### config.mk
export PLATFORM = sky130hd
export DESIGN_NAME = lru_detile_alloc
export DESIGN_NICKNAME = d
export VERILOG_FILES = /design/src/rtl/lru_alloc_pkg.sv /design/src/rtl/lru_order_list.sv /design/src/rtl/lru_pin_table.sv /design/src/rtl/lru_detile_alloc.sv
export SDC_FILE = /design/constraint.sdc
export NUM_CORES = 1
export LEC_CHECK = 0
export BUFFER_PORTS_ARGS = -buffer_cell sky130_fd_sc_hd__buf_4
export CAP_MARGIN = 20
export CORE_AREA = 2 2 156 158
export CTS_CLUSTER_DIAMETER = 40
export DETAILED_ROUTE_END_ITERATION = 8
export DIE_AREA = 0 0 158 160
export PLACE_DENSITY_LB_ADDON = 0.05
export SYNTH_ARGS = -nofsm -noshare
export SYNTH_HDL_FRONTEND = slang
export SYNTH_SLANG_ARGS = --single-unit
export TNS_END_PERCENT = 5
### constraint.sdc
create_clock -name clk -period 7.3 [get_ports clk]
set_clock_uncertainty 0.05 [all_clocks]
set_input_delay 0.365 -clock clk [delete_from_list [all_inputs] [get_ports clk]]
set_output_delay 0.365 -clock clk [all_outputs]
set_load 0.05 [all_outputs]
### src/rtl/lru_alloc_pkg.sv
package lru_alloc_pkg;

   localparam logic [2:0] OP_ALLOC   = 3'd0;
   localparam logic [2:0] OP_TOUCH   = 3'd1;
   localparam logic [2:0] OP_UNPIN   = 3'd2;
   localparam logic [2:0] OP_RELEASE = 3'd3;
   localparam logic [2:0] OP_LEND    = 3'd4;
   localparam logic [2:0] OP_TAKE    = 3'd5;

   localparam logic [1:0] ST_OK    = 2'd0;
   localparam logic [1:0] ST_RETRY = 2'd1;
   localparam logic [1:0] ST_NORES = 2'd2;
   localparam logic [1:0] ST_ERR   = 2'd3;

   typedef enum logic [2:0] {
      ED_NONE,
      ED_TO_TAIL,
      ED_TO_HEAD,
      ED_DROP,
      ED_ADD_HEAD
   } edit_e;

   typedef enum logic {
      S_IDLE,
      S_SCAN
   } fsm_e;

endpackage

### src/rtl/lru_order_list.sv
module lru_order_list
   import lru_alloc_pkg::*;
#(
   parameter int NUM = 16,
   localparam int IW = $clog2(NUM),
   localparam int LW = $clog2(NUM + 1)
) (
   input  logic                    clk,
   input  logic                    rst_n,
   input  edit_e                   edit,
   input  logic [IW-1:0]           edit_pos,
   input  logic [IW-1:0]           edit_id,
   output logic [NUM-1:0][IW-1:0]  order,
   output logic [LW-1:0]           len,
   output logic [NUM-1:0]          member
);

   logic [NUM-1:0][IW-1:0] order_n;
   logic [LW-1:0]          len_n;
   logic [NUM-1:0]         member_n;

   always_comb begin
      order_n  = order;
      len_n    = len;
      member_n = member;
      for (int j = 0; j < NUM; j++) begin
         int jn;
         int jp;
         jn = (j + 1 < NUM) ? j + 1 : j;
         jp = (j > 0) ? j - 1 : 0;
         unique case (edit)
            ED_TO_TAIL: begin
               if (j >= int'(edit_pos) && j + 1 < int'(len)) order_n[j] = order[jn];
               else if (j + 1 == int'(len))                 order_n[j] = order[edit_pos];
            end
            ED_TO_HEAD: begin
               if (j == 0)                      order_n[j] = order[edit_pos];
               else if (j <= int'(edit_pos))    order_n[j] = order[jp];
            end
            ED_DROP: begin
               if (j >= int'(edit_pos) && j + 1 < int'(len)) order_n[j] = order[jn];
            end
            ED_ADD_HEAD: begin
               if (j == 0)                 order_n[j] = edit_id;
               else if (j <= int'(len))    order_n[j] = order[jp];
            end
            default: ;
         endcase
      end
      if (edit == ED_DROP) begin
         len_n                     = len - LW'(1);
         member_n[order[edit_pos]] = 1'b0;
      end else if (edit == ED_ADD_HEAD) begin
         len_n             = len + LW'(1);
         member_n[edit_id] = 1'b1;
      end
   end

   always_ff @(posedge clk) begin
      if (!rst_n) begin
         for (int j = 0; j < NUM; j++) order[j] <= IW'(j);
         len    <= LW'(NUM);
         member <= '1;
      end else begin
         order  <= order_n;
         len    <= len_n;
         member <= member_n;
      end
   end

   // list length and membership flags are kept apart and must agree
   p_len_members_r9: assert property (@(posedge clk) disable iff (!rst_n)
      int'(len) == $countones(member));

   // only a listed entry can be dropped
   p_drop_listed_r9: assert property (@(posedge clk) disable iff (!rst_n)
      (edit == ED_DROP) |-> (member[order[edit_pos]] && len != '0));

   // only an entry outside the list can be added back
   p_add_absent_r10: assert property (@(posedge clk) disable iff (!rst_n)
      (edit == ED_ADD_HEAD) |-> !member[edit_id]);

endmodule

### src/rtl/lru_pin_table.sv
module lru_pin_table #(
   parameter int NUM   = 16,
   parameter int PIN_W = 4,
   localparam int IW = $clog2(NUM),
   localparam logic [PIN_W-1:0] PIN_MAX = {PIN_W{1'b1}}
) (
   input  logic                     clk,
   input  logic                     rst_n,
   input  logic                     inc_en,
   input  logic [IW-1:0]            inc_id,
   input  logic                     dec_en,
   input  logic [IW-1:0]            dec_id,
   output logic [NUM-1:0][PIN_W-1:0] pins,
   output logic [NUM-1:0]           pinned
);

   for (genvar g = 0; g < NUM; g++) begin : g_cnt
      always_ff @(posedge clk) begin
         if (!rst_n) begin
            pins[g] <= '0;
         end else if (inc_en && inc_id == IW'(g)) begin
            if (pins[g] != PIN_MAX) pins[g] <= pins[g] + PIN_W'(1);
         end else if (dec_en && dec_id == IW'(g)) begin
            pins[g] <= pins[g] - PIN_W'(1);
         end
      end
      assign pinned[g] = |pins[g];
   end

   // the controller never asks for a decrement at zero
   p_no_underflow_r7: assert property (@(posedge clk) disable iff (!rst_n)
      dec_en |-> pins[dec_id] != '0);

   // a saturated count stays saturated after an increment
   p_saturate_r6: assert property (@(posedge clk) disable iff (!rst_n)
      (inc_en && pins[inc_id] == PIN_MAX) |=> pins[$past(inc_id)] == PIN_MAX);

   // one pin update per cycle at most
   p_single_update_r5: assert property (@(posedge clk) disable iff (!rst_n)
      !(inc_en && dec_en));

endmodule

### src/rtl/lru_detile_alloc.sv
module lru_detile_alloc
   import lru_alloc_pkg::*;
#(
   parameter int NUM_REGS = 16,
   parameter int PIN_W    = 4,
   localparam int IW = $clog2(NUM_REGS),
   localparam int LW = $clog2(NUM_REGS + 1),
   localparam int SW = $clog2(2 * NUM_REGS + 2),
   localparam logic [PIN_W-1:0] PIN_MAX = {PIN_W{1'b1}}
) (
   input  logic                 clk,
   input  logic                 rst_n,
   input  logic                 cmd_valid,
   output logic                 cmd_ready,
   input  logic [2:0]           cmd_op,
   input  logic [IW-1:0]        cmd_idx,
   input  logic [NUM_REGS-1:0]  busy_i,
   input  logic                 release_pending_i,
   output logic                 rsp_valid,
   output logic [1:0]           rsp_status,
   output logic [IW-1:0]        rsp_idx,
   output logic [PIN_W-1:0]     rsp_pin
);

   if (!(NUM_REGS == 8 || NUM_REGS == 16 || NUM_REGS == 32)) begin : g_bad_num
      $error("NUM_REGS must be 8, 16 or 32");
   end
   if (PIN_W < 1 || PIN_W > 16) begin : g_bad_pin
      $error("PIN_W must be 1 to 16");
   end

   logic [NUM_REGS-1:0][IW-1:0]    order;
   logic [LW-1:0]                  len;
   logic [NUM_REGS-1:0]            member;
   logic [NUM_REGS-1:0][PIN_W-1:0] pins;
   logic [NUM_REGS-1:0]            pinned;

   edit_e         edit;
   logic [IW-1:0] edit_pos, edit_id;
   logic          inc_en, dec_en;
   logic [IW-1:0] inc_id, dec_id;

   fsm_e          state, state_n;
   logic [LW-1:0] scan_pos, pos_n;
   logic [IW-1:0] fb_id, fb_n;
   logic          fb_valid, fbv_n, prefer, pref_n, scan_lend, lend_n;
   logic [SW-1:0] scan_steps;

   logic          rsp_n;
   logic [1:0]    stat_n;
   logic [IW-1:0] idx_n;
   logic [PIN_W-1:0] pin_n;
   logic [2:0]    rsp_op, op_n;

   logic [IW-1:0] hit_pos, cur;
   logic          twice;
   int            free_cnt;

   lru_order_list #(.NUM(NUM_REGS)) i_list (
      .clk, .rst_n, .edit, .edit_pos, .edit_id, .order, .len, .member
   );

   lru_pin_table #(.NUM(NUM_REGS), .PIN_W(PIN_W)) i_pins (
      .clk, .rst_n, .inc_en, .inc_id, .dec_en, .dec_id, .pins, .pinned
   );

   always_comb begin
      hit_pos = '0;
      for (int j = 0; j < NUM_REGS; j++)
         if (j < int'(len) && order[j] == cmd_idx) hit_pos = IW'(j);
   end

   assign free_cnt  = $countones(member & ~pinned);
   assign cur       = order[scan_pos[IW-1:0]];
   assign twice     = fb_valid && fb_id == cur;
   assign cmd_ready = (state == S_IDLE);

   always_comb begin
      edit = ED_NONE; edit_pos = '0; edit_id = '0;
      inc_en = 1'b0; inc_id = '0; dec_en = 1'b0; dec_id = '0;
      state_n = state; pos_n = scan_pos; fb_n = fb_id; fbv_n = fb_valid;
      pref_n = prefer; lend_n = scan_lend;
      rsp_n = 1'b0; stat_n = ST_OK; idx_n = cmd_idx; pin_n = pins[cmd_idx]; op_n = rsp_op;
      if (state == S_IDLE) begin
         if (cmd_valid) begin
            op_n  = cmd_op;
            rsp_n = 1'b1;
            case (cmd_op)
               OP_ALLOC, OP_LEND: begin
                  if (cmd_op == OP_LEND && free_cnt < 2) begin
                     stat_n = ST_NORES;
                  end else begin
                     rsp_n   = 1'b0;
                     state_n = S_SCAN;
                     pos_n   = '0;
                     fbv_n   = 1'b0;
                     pref_n  = 1'b1;
                     lend_n  = (cmd_op == OP_LEND);
                  end
               end
               OP_TOUCH: begin
                  if (member[cmd_idx]) begin
                     inc_en = 1'b1; inc_id = cmd_idx;
                     edit = ED_TO_TAIL; edit_pos = hit_pos;
                     pin_n = (pins[cmd_idx] == PIN_MAX) ? PIN_MAX : pins[cmd_idx] + PIN_W'(1);
                  end else stat_n = ST_ERR;
               end
               OP_UNPIN: begin
                  if (pinned[cmd_idx]) begin
                     dec_en = 1'b1; dec_id = cmd_idx;
                     pin_n = pins[cmd_idx] - PIN_W'(1);
                  end else stat_n = ST_ERR;
               end
               OP_RELEASE: begin
                  if (member[cmd_idx] && !pinned[cmd_idx]) begin
                     edit = ED_TO_HEAD; edit_pos = hit_pos;
                  end else stat_n = ST_ERR;
               end
               OP_TAKE: begin
                  if (!member[cmd_idx]) begin
                     edit = ED_ADD_HEAD; edit_id = cmd_idx;
                  end else stat_n = ST_ERR;
               end
               default: stat_n = ST_ERR;
            endcase
         end
      end else begin
         if (scan_pos >= len) begin
            rsp_n   = 1'b1;
            stat_n  = release_pending_i ? ST_RETRY : ST_NORES;
            state_n = S_IDLE;
         end else if (prefer && !twice && busy_i[cur]) begin
            edit = ED_TO_TAIL; edit_pos = scan_pos[IW-1:0];
            if (!fb_valid) begin
               fbv_n = 1'b1; fb_n = cur;
            end
         end else begin
            if (twice) pref_n = 1'b0;
            if (pinned[cur]) begin
               pos_n = scan_pos + LW'(1);
            end else begin
               rsp_n    = 1'b1;
               idx_n    = cur;
               state_n  = S_IDLE;
               edit_pos = scan_pos[IW-1:0];
               if (scan_lend) begin
                  edit  = ED_DROP;
                  pin_n = '0;
               end else begin
                  edit   = ED_TO_TAIL;
                  inc_en = 1'b1; inc_id = cur;
                  pin_n  = PIN_W'(1);
               end
            end
         end
      end
   end

   always_ff @(posedge clk) begin
      if (!rst_n) begin
         state <= S_IDLE; scan_pos <= '0; fb_id <= '0; fb_valid <= 1'b0;
         prefer <= 1'b1; scan_lend <= 1'b0; scan_steps <= '0;
         rsp_valid <= 1'b0; rsp_status <= ST_OK; rsp_idx <= '0; rsp_pin <= '0;
         rsp_op <= OP_ALLOC;
      end else begin
         state <= state_n; scan_pos <= pos_n; fb_id <= fb_n; fb_valid <= fbv_n;
         prefer <= pref_n; scan_lend <= lend_n;
         scan_steps <= (state == S_SCAN) ? scan_steps + SW'(1) : '0;
         rsp_valid <= rsp_n;
         rsp_op    <= op_n;
         if (rsp_n) begin
            rsp_status <= stat_n; rsp_idx <= idx_n; rsp_pin <= pin_n;
         end
      end
   end

   // a granted allocation is pinned, listed and sits at the tail
   p_alloc_tail_r2: assert property (@(posedge clk) disable iff (!rst_n)
      (rsp_valid && rsp_op == OP_ALLOC && rsp_status == ST_OK) |->
      (pinned[rsp_idx] && member[rsp_idx] && order[IW'(len - LW'(1))] == rsp_idx));

   // a lent register has left the list and is unpinned
   p_lend_gone_r9: assert property (@(posedge clk) disable iff (!rst_n)
      (rsp_valid && rsp_op == OP_LEND && rsp_status == ST_OK) |->
      (!member[rsp_idx] && !pinned[rsp_idx]));

   // a taken-back register is at the head
   p_take_head_r10: assert property (@(posedge clk) disable iff (!rst_n)
      (rsp_valid && rsp_op == OP_TAKE && rsp_status == ST_OK) |->
      (member[rsp_idx] && order[0] == rsp_idx));

   // a scan always ends within two passes of the list
   p_scan_bound_r5: assert property (@(posedge clk) disable iff (!rst_n)
      (state == S_SCAN) |-> int'(scan_steps) <= 2 * NUM_REGS + 1);

   // no response while a scan is still in progress
   p_one_rsp_r5: assert property (@(posedge clk) disable iff (!rst_n)
      (state == S_SCAN && $past(state) == S_SCAN) |-> !rsp_valid);

endmodule

# Yosys cells after proc, flatten, opt, wreduce, memory -nomap -nowiden
# Index checks and enable logic that the tools add are counted.
# word_totals
output_inout_bits	12
in_bits	27
elab_cells	779
ff_bits	173
# op_classes
mux	282
bitwise	9
reduce_logical	149
addsub	52
n_eq_ne	172
order_cmp	71
# op_table
cell	n
$mux W4	176
$pmux W4 S4	15
$ne A2 B1 Y1 const B	49
$reduce_and A5 Y1	16
$logic_and A1 B1 Y1	69
$add A4 B1 Y4 const B	17
$eq A4 B4 Y1 const B	17
$sub A4 B1 Y4 const B	17
$eq A4 B4 Y1	16
$ne A4 B4 Y1 const B	16
$reduce_or A4 Y1	16
$bmux W4 S4	3
$mux W1	48
$eq A5 B5 Y1 const A	9
$mux W5	9
$ne A3 B1 Y1 const B	15
$le A4 B5 Y1 const A	8
$lt A4 B5 Y1 const A	8
$ne A2 B2 Y1 const B	20
$reduce_bool A2 Y1	19
$and A16 B16 Y16	2
$eq A4 B3 Y1 const B	8
$le A4 B4 Y1 const A	8
$mux W16	2
other kinds (53)	152

# Longest topological paths before layout
# Gate-level depths: netlist (run 1).
# logic_depth
ltp_word	30
mapped_depth	25
ltp_nobuf	21

# Modules after synthesis
# Synthesis (run 1) repeated with hierarchy kept, for this count alone.
# unflattened
cells_unflattened	1939
hier_area_um2	16118.0
# by_module_without_submodules
mod	area_each_um2	n_inst	cells_per_inst	seq_area_each_um2
lru_order_list	6372.4	1	812	1701.6
lru_detile_alloc	4963.5	1	583	480.5
lru_pin_table	4782.1	1	544	1281.2

# Worst setup path before layout (run 1)
# OpenSTA, ideal clock, no wires.
# synth_path
path_type	register to register
start	register i_pins.pins[20] in the netlist's numbering
end	register rsp_idx[1]
arrival_ps	5439
period_less_slack_ps	5574
t_required_ps	7164
n_path_buf	1
setup_ps	86
setup_slack_ps	1726
path_stages_with_launch	18
path_cell_list	dfxtp_1 -> or4_1 -> nor2_1 -> fa_1 -> inv_1 -> fa_1 -> fa_1 -> fa_1 -> nand3b_1 -> fa_1 -> or4bb_1 -> nor4_1 -> nor3_1 -> nand2b_1 -> a21boi_1 -> clkbuf_1 -> nor2_1 -> a211oi_1
# synth_via
elab_chain_len	13
elab_cells_between_ends	22
cone_classes	add/sub: 4; order compare: 1; mux: 13; bitwise: 2; reduce/logical: 2
# synth_rtl
element	line_no	source
from (decl)	lru_pin_table.sv:13	output logic [NUM-1:0][PIN_W-1:0] pins,
from (signal, indexed assignment)	lru_pin_table.sv:24	pins[g] <= pins[g] - PIN_W'(1);
$reduce_or A4 Y1 *	lru_pin_table.sv:27	assign pinned[g] = |pins[g];
$not A16 Y16	lru_detile_alloc.sv:73	assign free_cnt = $countones(member & ~pinned);
$and A16 B16 Y16	lru_detile_alloc.sv:73	
$add A1 B1 Y2 (implied by the code)	lru_detile_alloc.sv:73	
$add A2 B2 Y3 (implied by the code)	lru_detile_alloc.sv:73	
$add A3 B3 Y4 (implied by the code)	lru_detile_alloc.sv:73	
$add A4 B4 Y5 (implied by the code)	lru_detile_alloc.sv:73	
$lt A5 B2 Y1	lru_detile_alloc.sv:90	if (cmd_op == OP_LEND && free_cnt < 2) begin
$logic_and A1 B1 Y1	lru_detile_alloc.sv:90	
$mux W1	lru_detile_alloc.sv:90	
$mux W1	lru_detile_alloc.sv:88	case (cmd_op)
$mux W1	lru_detile_alloc.sv:85	if (cmd_valid) begin
$mux W1	lru_detile_alloc.sv:84	if (state == S_IDLE) begin
to (signal assigned)	lru_detile_alloc.sv:172	rsp_status <= stat_n; rsp_idx <= idx_n; rsp_pin <= pin_n;
to (decl)	lru_detile_alloc.sv:21	output logic [IW-1:0] rsp_idx,
# Mark *: on every way between the ends. The rest lies on a longest branch, timed or not. The select of a mux whose other input is x is not followed.
# A chain may end at the register's enable or synchronous reset.

# Final worst setup path (run 1)
# layout_path
start	register i_pins.pins[29] in the netlist's numbering
end	register rsp_pin[3]
# layout_via
elab_chain_len	13
elab_cells_between_ends	34
cone_classes	add/sub: 6; order compare: 1; eq/ne: 1; mux: 22; bitwise: 2; reduce/logical: 2
# layout_rtl
element	line_no	source
$reduce_or A4 Y1	lru_pin_table.sv:27	
$not A16 Y16	lru_detile_alloc.sv:73	
$and A16 B16 Y16	lru_detile_alloc.sv:73	
$add A1 B1 Y2 (implied by the code)	lru_detile_alloc.sv:73	
$add A2 B2 Y3 (implied by the code)	lru_detile_alloc.sv:73	
$add A3 B3 Y4 (implied by the code)	lru_detile_alloc.sv:73	
$add A4 B4 Y5 (implied by the code)	lru_detile_alloc.sv:73	
$lt A5 B2 Y1	lru_detile_alloc.sv:90	
$logic_and A1 B1 Y1	lru_detile_alloc.sv:90	
$mux W1	lru_detile_alloc.sv:90	
$mux W1	lru_detile_alloc.sv:88	
$mux W1	lru_detile_alloc.sv:85	
$mux W1	lru_detile_alloc.sv:84	
to (signal assigned)	lru_detile_alloc.sv:172	
to (decl)	lru_detile_alloc.sv:22	output logic [PIN_W-1:0] rsp_pin
# Parallel ways exist; a longest one is shown, timed or not. The select of a mux whose other input is x is not followed.

==> results of run 1 <==
[metal layers]
layer  global-route usage  vias to the layer above
li1                     -                     6925
met1                0.561                     7564
met2                0.671                     1136
met3                0.135                      357
met4                0.290                        0
met5                    0                        -
[cell type report]
cell class              instances  area (um^2)
inverters                      39          149
fillers                      2044         7590
clock buffers                  17          425
clock inverters                15          216
flip-flops and latches        173         3460
multi-input cells            1519        11000
repair buffers                 72          538
well taps                     324          405
[power by group through the flow]
stage	sequential [mW]	combinational [mW]	clock, mW
detailed placement	1.12	0.855	0
finish	1.11	0.897	1.01
CTS	1.10	0.858	1.01
global placement	1.12	0.841	0
floorplan	1.09	0.624	0
global route	1.11	0.950	1.04
[cell families after synthesis]
logic type	share of synthesized area
compound gates	0.249
xor+xnor	0.0674
buf+inv	0.0474
simple gates	0.222
fa+ha+maj	0.0754
mux	0.110
flops	0.228
[critical path: stages, from the launching register on]
cell and delay [ns]:
dfxtp_1 0.40, nor4_1 1.01, and2_1 0.28, fa_1 0.42, inv_1 0.08, fa_1 0.44
fa_1 0.52, fa_1 0.48, nand3b_1 0.20, fa_1 0.53, or4bb_1 0.57, nor4_1 0.42
nor3_1 0.12, nand2b_1 0.17, a21boi_1 0.14, buf_4 0.23, o21ai_0 0.11, o221a_2 0.24
[placed cells by master (no fill, tap or decap), types with 12 or more instances in the layout]
cell       netlist  routed
nand2_1        171     170
buf_4           10      71
ha_1            50      50
fa_1            26      26
nor3_1          56      56
mux4_2          37      37
nand4_1         29      29
nand2b_1        15      15
a21o_1          29      29
a31oi_1         28      28
a211oi_1        30      30
or2_2           12      12
a22oi_1         21      21
mux2i_1         64      64
nand3_1         69      69
a221oi_1        19      19
dfxtp_1        173     173
or4_1           13      13
and2_1          22      22
nor4_1          21      21
xor2_1          62      62
a21oi_1        108     108
nor2_1         181     180
xnor2_1         55      55
or3_1           12      12
inv_1           34      34
a41oi_1         24      24
and3_1          14      14
clkbuf_16        0      17
o21ai_0        105     105
o22ai_1         20      20
[flip-flops by register name, summed over array words and instances (netlist names)]
register and flops:
i_pins.pins 64, fb_valid 1, state 1, fb_id 4, rsp_status 2, rsp_valid 1
scan_pos 5, i_list.len 5, rsp_idx 4, i_list.member 16, prefer 1, rsp_pin 4
i_list.order 64, scan_lend 1
[stage by stage]
step / hold WS, ns / util / setup slack (ns) / cell area, um^2
after floorplan: 0.410 / - / 1.73 / 15200
after global placement: 0.419 / 0.654 / 1.30 / 15600
after detailed placement: 0.418 / 0.654 / 1.02 / 15600
after CTS: 0.183 / 0.681 / 0.999 / 16200
after global routing: 0.188 / 0.681 / 0.712 / 16200
final: 0.186 / 0.681 / 0.794 / 16200
[worst min path at each step]
stage | endpoint | slack [ns] | cells past startpoint
finish | rsp_status[0] | 0.19 | 3
detailed placement | rsp_idx[0] | 0.42 | 2
global route | rsp_status[0] | 0.19 | 3
global placement | rsp_idx[0] | 0.42 | 2
CTS | rsp_status[0] | 0.18 | 3
floorplan | fb_valid | 0.41 | 2
==> summary.txt, run 1 <==
Outcome
  • Status: complete, no violations

CTS
  • CTS H-tree depth: 4
  • Clock Tree Buf Depth: 2
  • Clk_lat worst skew: 0.46 ns
  • Clk slew on worst S/H paths: 0.09 ns
  • Clock sink count: 173
  • Root Driver: clkbuf_16
  • CTS Buf Count: 17
  • Setup Buffers After CTS: 0
  • Post-CTS sizing: 0
  • CTS tree: done
  • Post-CTS Hold Buffers: 0

STA
  • Max-slew violation count: 0
  • Max Freq: 154 MHz
  • Final setup violation count: 0
  • Fin. Hold Viols: 0
  • Slew margin rel.: 0.214
  • Fin crit share: 0.891
  • Worst-Margin Slew: 1.17 ns
  • Final min period: 6.51 ns
  • RSZ-0062 raised after global routing: no
  • Setup TNS: 0 ns

Route
  • Top routing layer in use: met4
  • Met2 wire len: 24,600 um
  • Routed WL per cell: 26.3 um
  • Drt total wl: 56,800 um
  • DRC errors left: 0
  • Vias per cell: 7.40
  • Met3 wire length: 6900 um
  • DRT iter0 DRCs: 2,305
  • Post-DRT Antenna Nets: 0
  • Pre-antenna DRT Iters: 7
  • Total vias in the final route: 16,000
  • Wl on met1: 20,800 um

Cells and area
  • Syn-to-layout area delta: 6.74%
  • Layout Cells excl Fill: 2,159
  • Fraction of layout cells with a size suffix above 1: 0.125
  • Nets: 1,925
  • ANT cells: 0

Logic synthesis
  • Synth top cells by count: nor2_1, dfxtp_1, nand2_1
  • Post-Synthesis Cell Area: 15,200 um^2
  • Post-synth cell types: 109
  • Largest area contributor in the netlist: dfxtp_1
  • Syn Inst Count: 1,842
  • Seq/Total Area, Yosys: 0.228
  • Area contributors post-synth: dfxtp_1, mux4_2, nor2_1, nand2_1, mux2i_1
  • FFs w/ async S/R, synth: 0
  • Synth top area share: 0.228
  • Count leader, synth: nor2_1
  • Number of synthesized register bits: 173
  • YS warnings: 0
  • Avg Inst Size Synth: 8.26 um^2
  • Main flop type after synthesis: dfxtp_1
  • Syn Nets: 1,945
  • Post-synth EDFFs: 0

Power and ir drop
  • Worst VDD drop: 0.181 mV
  • Combinational Power Share: 0.297
  • P_int: 1.79 mW
  • NetSw: 1.23 mW
  • Clock power share: 0.336
  • Overall Power: 3.02 mW
  • Leak pwr: 6.21 nW
  • Pwr per Cell Area: 186 nW/um^2
  • Sequential share of power: 0.367
  • Sw Ratio: 0.407

Global route
  • Overflow after GRT: 0
  • Vias in the first global route: 15,100
  • Largest net degree at the start of global routing: 90
  • Total GRT Usage: 0.449
  • First-pass GRT wire length: 87,400 um
  • Initial antenna violation count: 1

Worst setup path
  • Worst setup path start: i_pins.pins[29]
  • Reg2Reg Depth: 17
  • Setup slack, reg-to-reg: 0.79 ns
  • CP Data Required Time: 7.61 ns
  • Crit-path max FO: 18
  • CP Class: flop to flop
  • Critical Path Start Type: flop
  • Worst Setup EP: rsp_pin[3]
  • R2r startpoint: i_pins.pins[29]
  • Crit end category: flop
  • Worst r2r dst: rsp_pin[3]
  • Worst path arrival time: 6.82 ns

Min path
  • Hold crit path type: input port to flop
  • Hold wc startpoint: release_pending_i

Die
  • Row cnt: 57
  • Die W: 158 um
  • Placeable Area: 23,800 um^2
  • Die area: 25,300 um^2
  • Die Height: 160 um
  • Initial core utilization: 0.638
  • I/O pin cnt: 39

Placed design
  • Hpwl dp: 41,000 um
  • Final Wtd Congestion: 1.04
  • Post-Place Cells: 2,126
  • Port Buf Inserts: 38

Job
  • Max-cap viol count: 0
No activity file was read; power rests on OpenSTA's default activity.
==> run 2, diff against run 1 <==
- CORE_AREA: 2 2 156 158 -> 2 2 165 151
- DIE_AREA: 0 0 158 160 -> 0 0 167 153
==> summary.txt, run 2 (synthesis gave the netlist of run 1 again) <==
Worst setup path
  • CP Class: flop to flop
  • Worst r2r dst: i_pins.pins[59]
  • Reg2Reg Depth: 19 (+2)
  • Worst path arrival time: 6.83 ns (about the same)
  • Setup slack, reg-to-reg: 0.73 ns (-0.06 ns)
  • Crit end category: flop
  • CP Data Required Time: 7.56 ns (-0.05 ns)
  • Critical Path Start Type: flop
  • R2r startpoint: scan_pos[1]
  • Crit-path max FO: 21 (+3)

Die
  • Die W: 167 um (+5.7%)
  • Die Height: 153 um (-4.4%)
  • Placeable Area: 23,900 um^2 (+0.13%)
  • Initial core utilization: 0.638 (-0.000804)
  • Row cnt: 54 (-5.3%)
  • I/O pin cnt: 39 (unchanged)
  • Die area: 25,600 um^2 (+1.1%)

Global route
  • First-pass GRT wire length: 90,300 um (+3.3%)
  • Overflow after GRT: 0 (unchanged)
  • Total GRT Usage: 0.457 (+0.00754)
  • Vias in the first global route: 15,200 (+0.84%)
  • Largest net degree at the start of global routing: 88 (-2.2%)
  • Initial antenna violation count: 3 (+2)

Route
  • Pre-antenna DRT Iters: 9 (+2)
  • DRT iter0 DRCs: 2,914 (+26%)
  • Vias per cell: 7.56 (+2.1%)
  • Routed WL per cell: 27.7 um (+5.3%)
  • Total vias in the final route: 16,300 (+2.1%)
  • Drt total wl: 59,800 um (+5.3%)
  • Post-DRT Antenna Nets: 0 (unchanged)
  • DRC errors left: 13 (+13)

STA
  • Max Freq: 152 MHz (-0.95%)
  • Final setup violation count: 0 (unchanged)
  • Slew margin rel.: 0.305 (+0.0915)
  • Final min period: 6.57 ns (+0.0621 ns)
  • Fin crit share: 0.900 (+0.00851)
  • Worst Setup Slack, final: 0.732 ns (-0.0621 ns)
  • Max-slew violation count: 0 (unchanged)
  • RSZ-0062 raised after global routing: no
  • Fin. Hold Viols: 0 (unchanged)
  • Setup TNS: 0 ns (unchanged)
  • Worst-Margin Slew: 1.04 ns (-0.127 ns)

Min path
  • Hold crit path type: input port to flop
  • Hold EP: rsp_status[0]
  • Hold wc startpoint: release_pending_i
  • Worst Hold Depth: 3 (unchanged)

CTS
  • Setup Buffers After CTS: 0 (unchanged)
  • Clk_lat worst skew: 0.47 ns (about the same)
  • Clock Tree Buf Depth: 2 (unchanged)
  • CTS tree: done
  • CTS H-tree depth: 4 (unchanged)
  • Root Driver: clkbuf_16
  • CTS Buf Count: 17 (unchanged)
  • Post-CTS sizing: 0 (unchanged)
  • Post-CTS Hold Buffers: 0 (unchanged)
  • Clock sink count: 173 (unchanged)
  • Clk slew on worst S/H paths: 0.08 ns (about the same)

Cells and area
  • Commonest non-fill, non-tap cell in the layout: nor2_1
  • Top flop regs: i_list.order x64, i_pins.pins x64, i_list.member x16
  • Nets: 1,941 (+0.83%)
  • Fin util: 0.684 (+0.00218)
  • ANT cells: 0 (unchanged)
  • Fraction of layout cells with a size suffix above 1: 0.133 (+0.00810)
  • Syn-to-layout area delta: 7.22%
  • Most frequent cells in the layout: nor2_1, dfxtp_1, nand2_1, a21oi_1, o21ai_0

Outcome
  • Failing checks: design-rule violations
  • Status: complete, but fails checks

Placed design
  • Pre-CTS setup slack: 1.02 ns (-0.00628 ns)
  • Final Wtd Congestion: 1.07 (+2.0%)
  • Hpwl dp: 43,400 um (+5.7%)
  • Port Buf Inserts: 38 (unchanged)

Job
  • Max-cap viol count: 0 (unchanged)

Power and ir drop
  • Worst VDD drop: 0.163 mV (-10%)
  • Pwr per Cell Area: 185 nW/um^2 (-0.65%)
  • Leak pwr: 6.29 nW (+1.2%)
## run 2: changes by cell type in the layout (fill, tap and decap cells not counted), sizes merged
cell / change
buf: +16
clkinv: +3
inv: -3
## run 2: area by class of cell
| type | instances | area, um^2 |
|---|---|---|
| clock inverters | 15 | 171 |
| well taps | 308 | 385 |
| repair buffers | 88 | 673 |
| flip-flops and latches | 173 | 3460 |
| fillers | 1928 | 7550 |
| multi-input cells | 1519 | 11000 |
| clock buffers | 17 | 425 |
| inverters | 39 | 149 |
## run 2: stage by stage
stage / instance area (um^2) / instances / power (mW) / hold slack [ns]
after detailed placement: 15700 / 2127 / 2.01 / 0.419
after global routing: 16300 / 2159 / 3.08 / 0.224
after CTS: 16300 / 2159 / 2.95 / 0.185
after global placement: 15700 / 2127 / 1.99 / 0.414
final: 16300 / 2159 / 3.01 / 0.181
after floorplan: 15200 / 1842 / 1.71 / 0.410
## run 2: power breakdown
group / internal, mW / switching, mW / total [mW]
clock: 0.462 / 0.506 / 0.968
sequential: 0.994 / 0.114 / 1.11
combinational: 0.326 / 0.610 / 0.936
total: 1.78 / 1.23 / 3.01
## run 2: how the worst max path moves through the flow
stage	startpoint	endpoint	slack, ns	cells after the start
after floorplan	i_pins.pins[20]	rsp_idx[1]	1.73	17
after global placement	i_pins.pins[1]	rsp_pin[3]	1.17	17
after detailed placement	scan_pos[1]	i_pins.pins[59]	1.02	19
after CTS	scan_pos[1]	i_pins.pins[31]	0.96	19
after global routing	scan_pos[1]	i_pins.pins[31]	0.22	19
final	scan_pos[1]	i_pins.pins[59]	0.73	19
## run 2: critical path, cell delays in order, from the launching register on
cell	delay [ns]
dfxtp_1	0.93
buf_4	0.32
mux2i_1	0.10
nand3_1	0.21
nand4_1	0.56
nand2_1	0.48
a2111oi_2	0.14
a211oi_2	0.42
nand2_1	0.32
nor3_2	0.62
a22oi_1	0.40
nor2_1	0.45
nand2_1	0.20
ha_1	0.35
a21o_1	0.19
a21oi_1	0.20
a41oi_1	0.06
o22ai_1	0.19
xor2_1	0.17
nor2_1	0.05
## run 2: routing by layer
metal,track usage,routed length [um]
met1,0.659,23900
met2,0.631,23700
met3,0.168,10300
met4,0.142,1840
met5,0,27
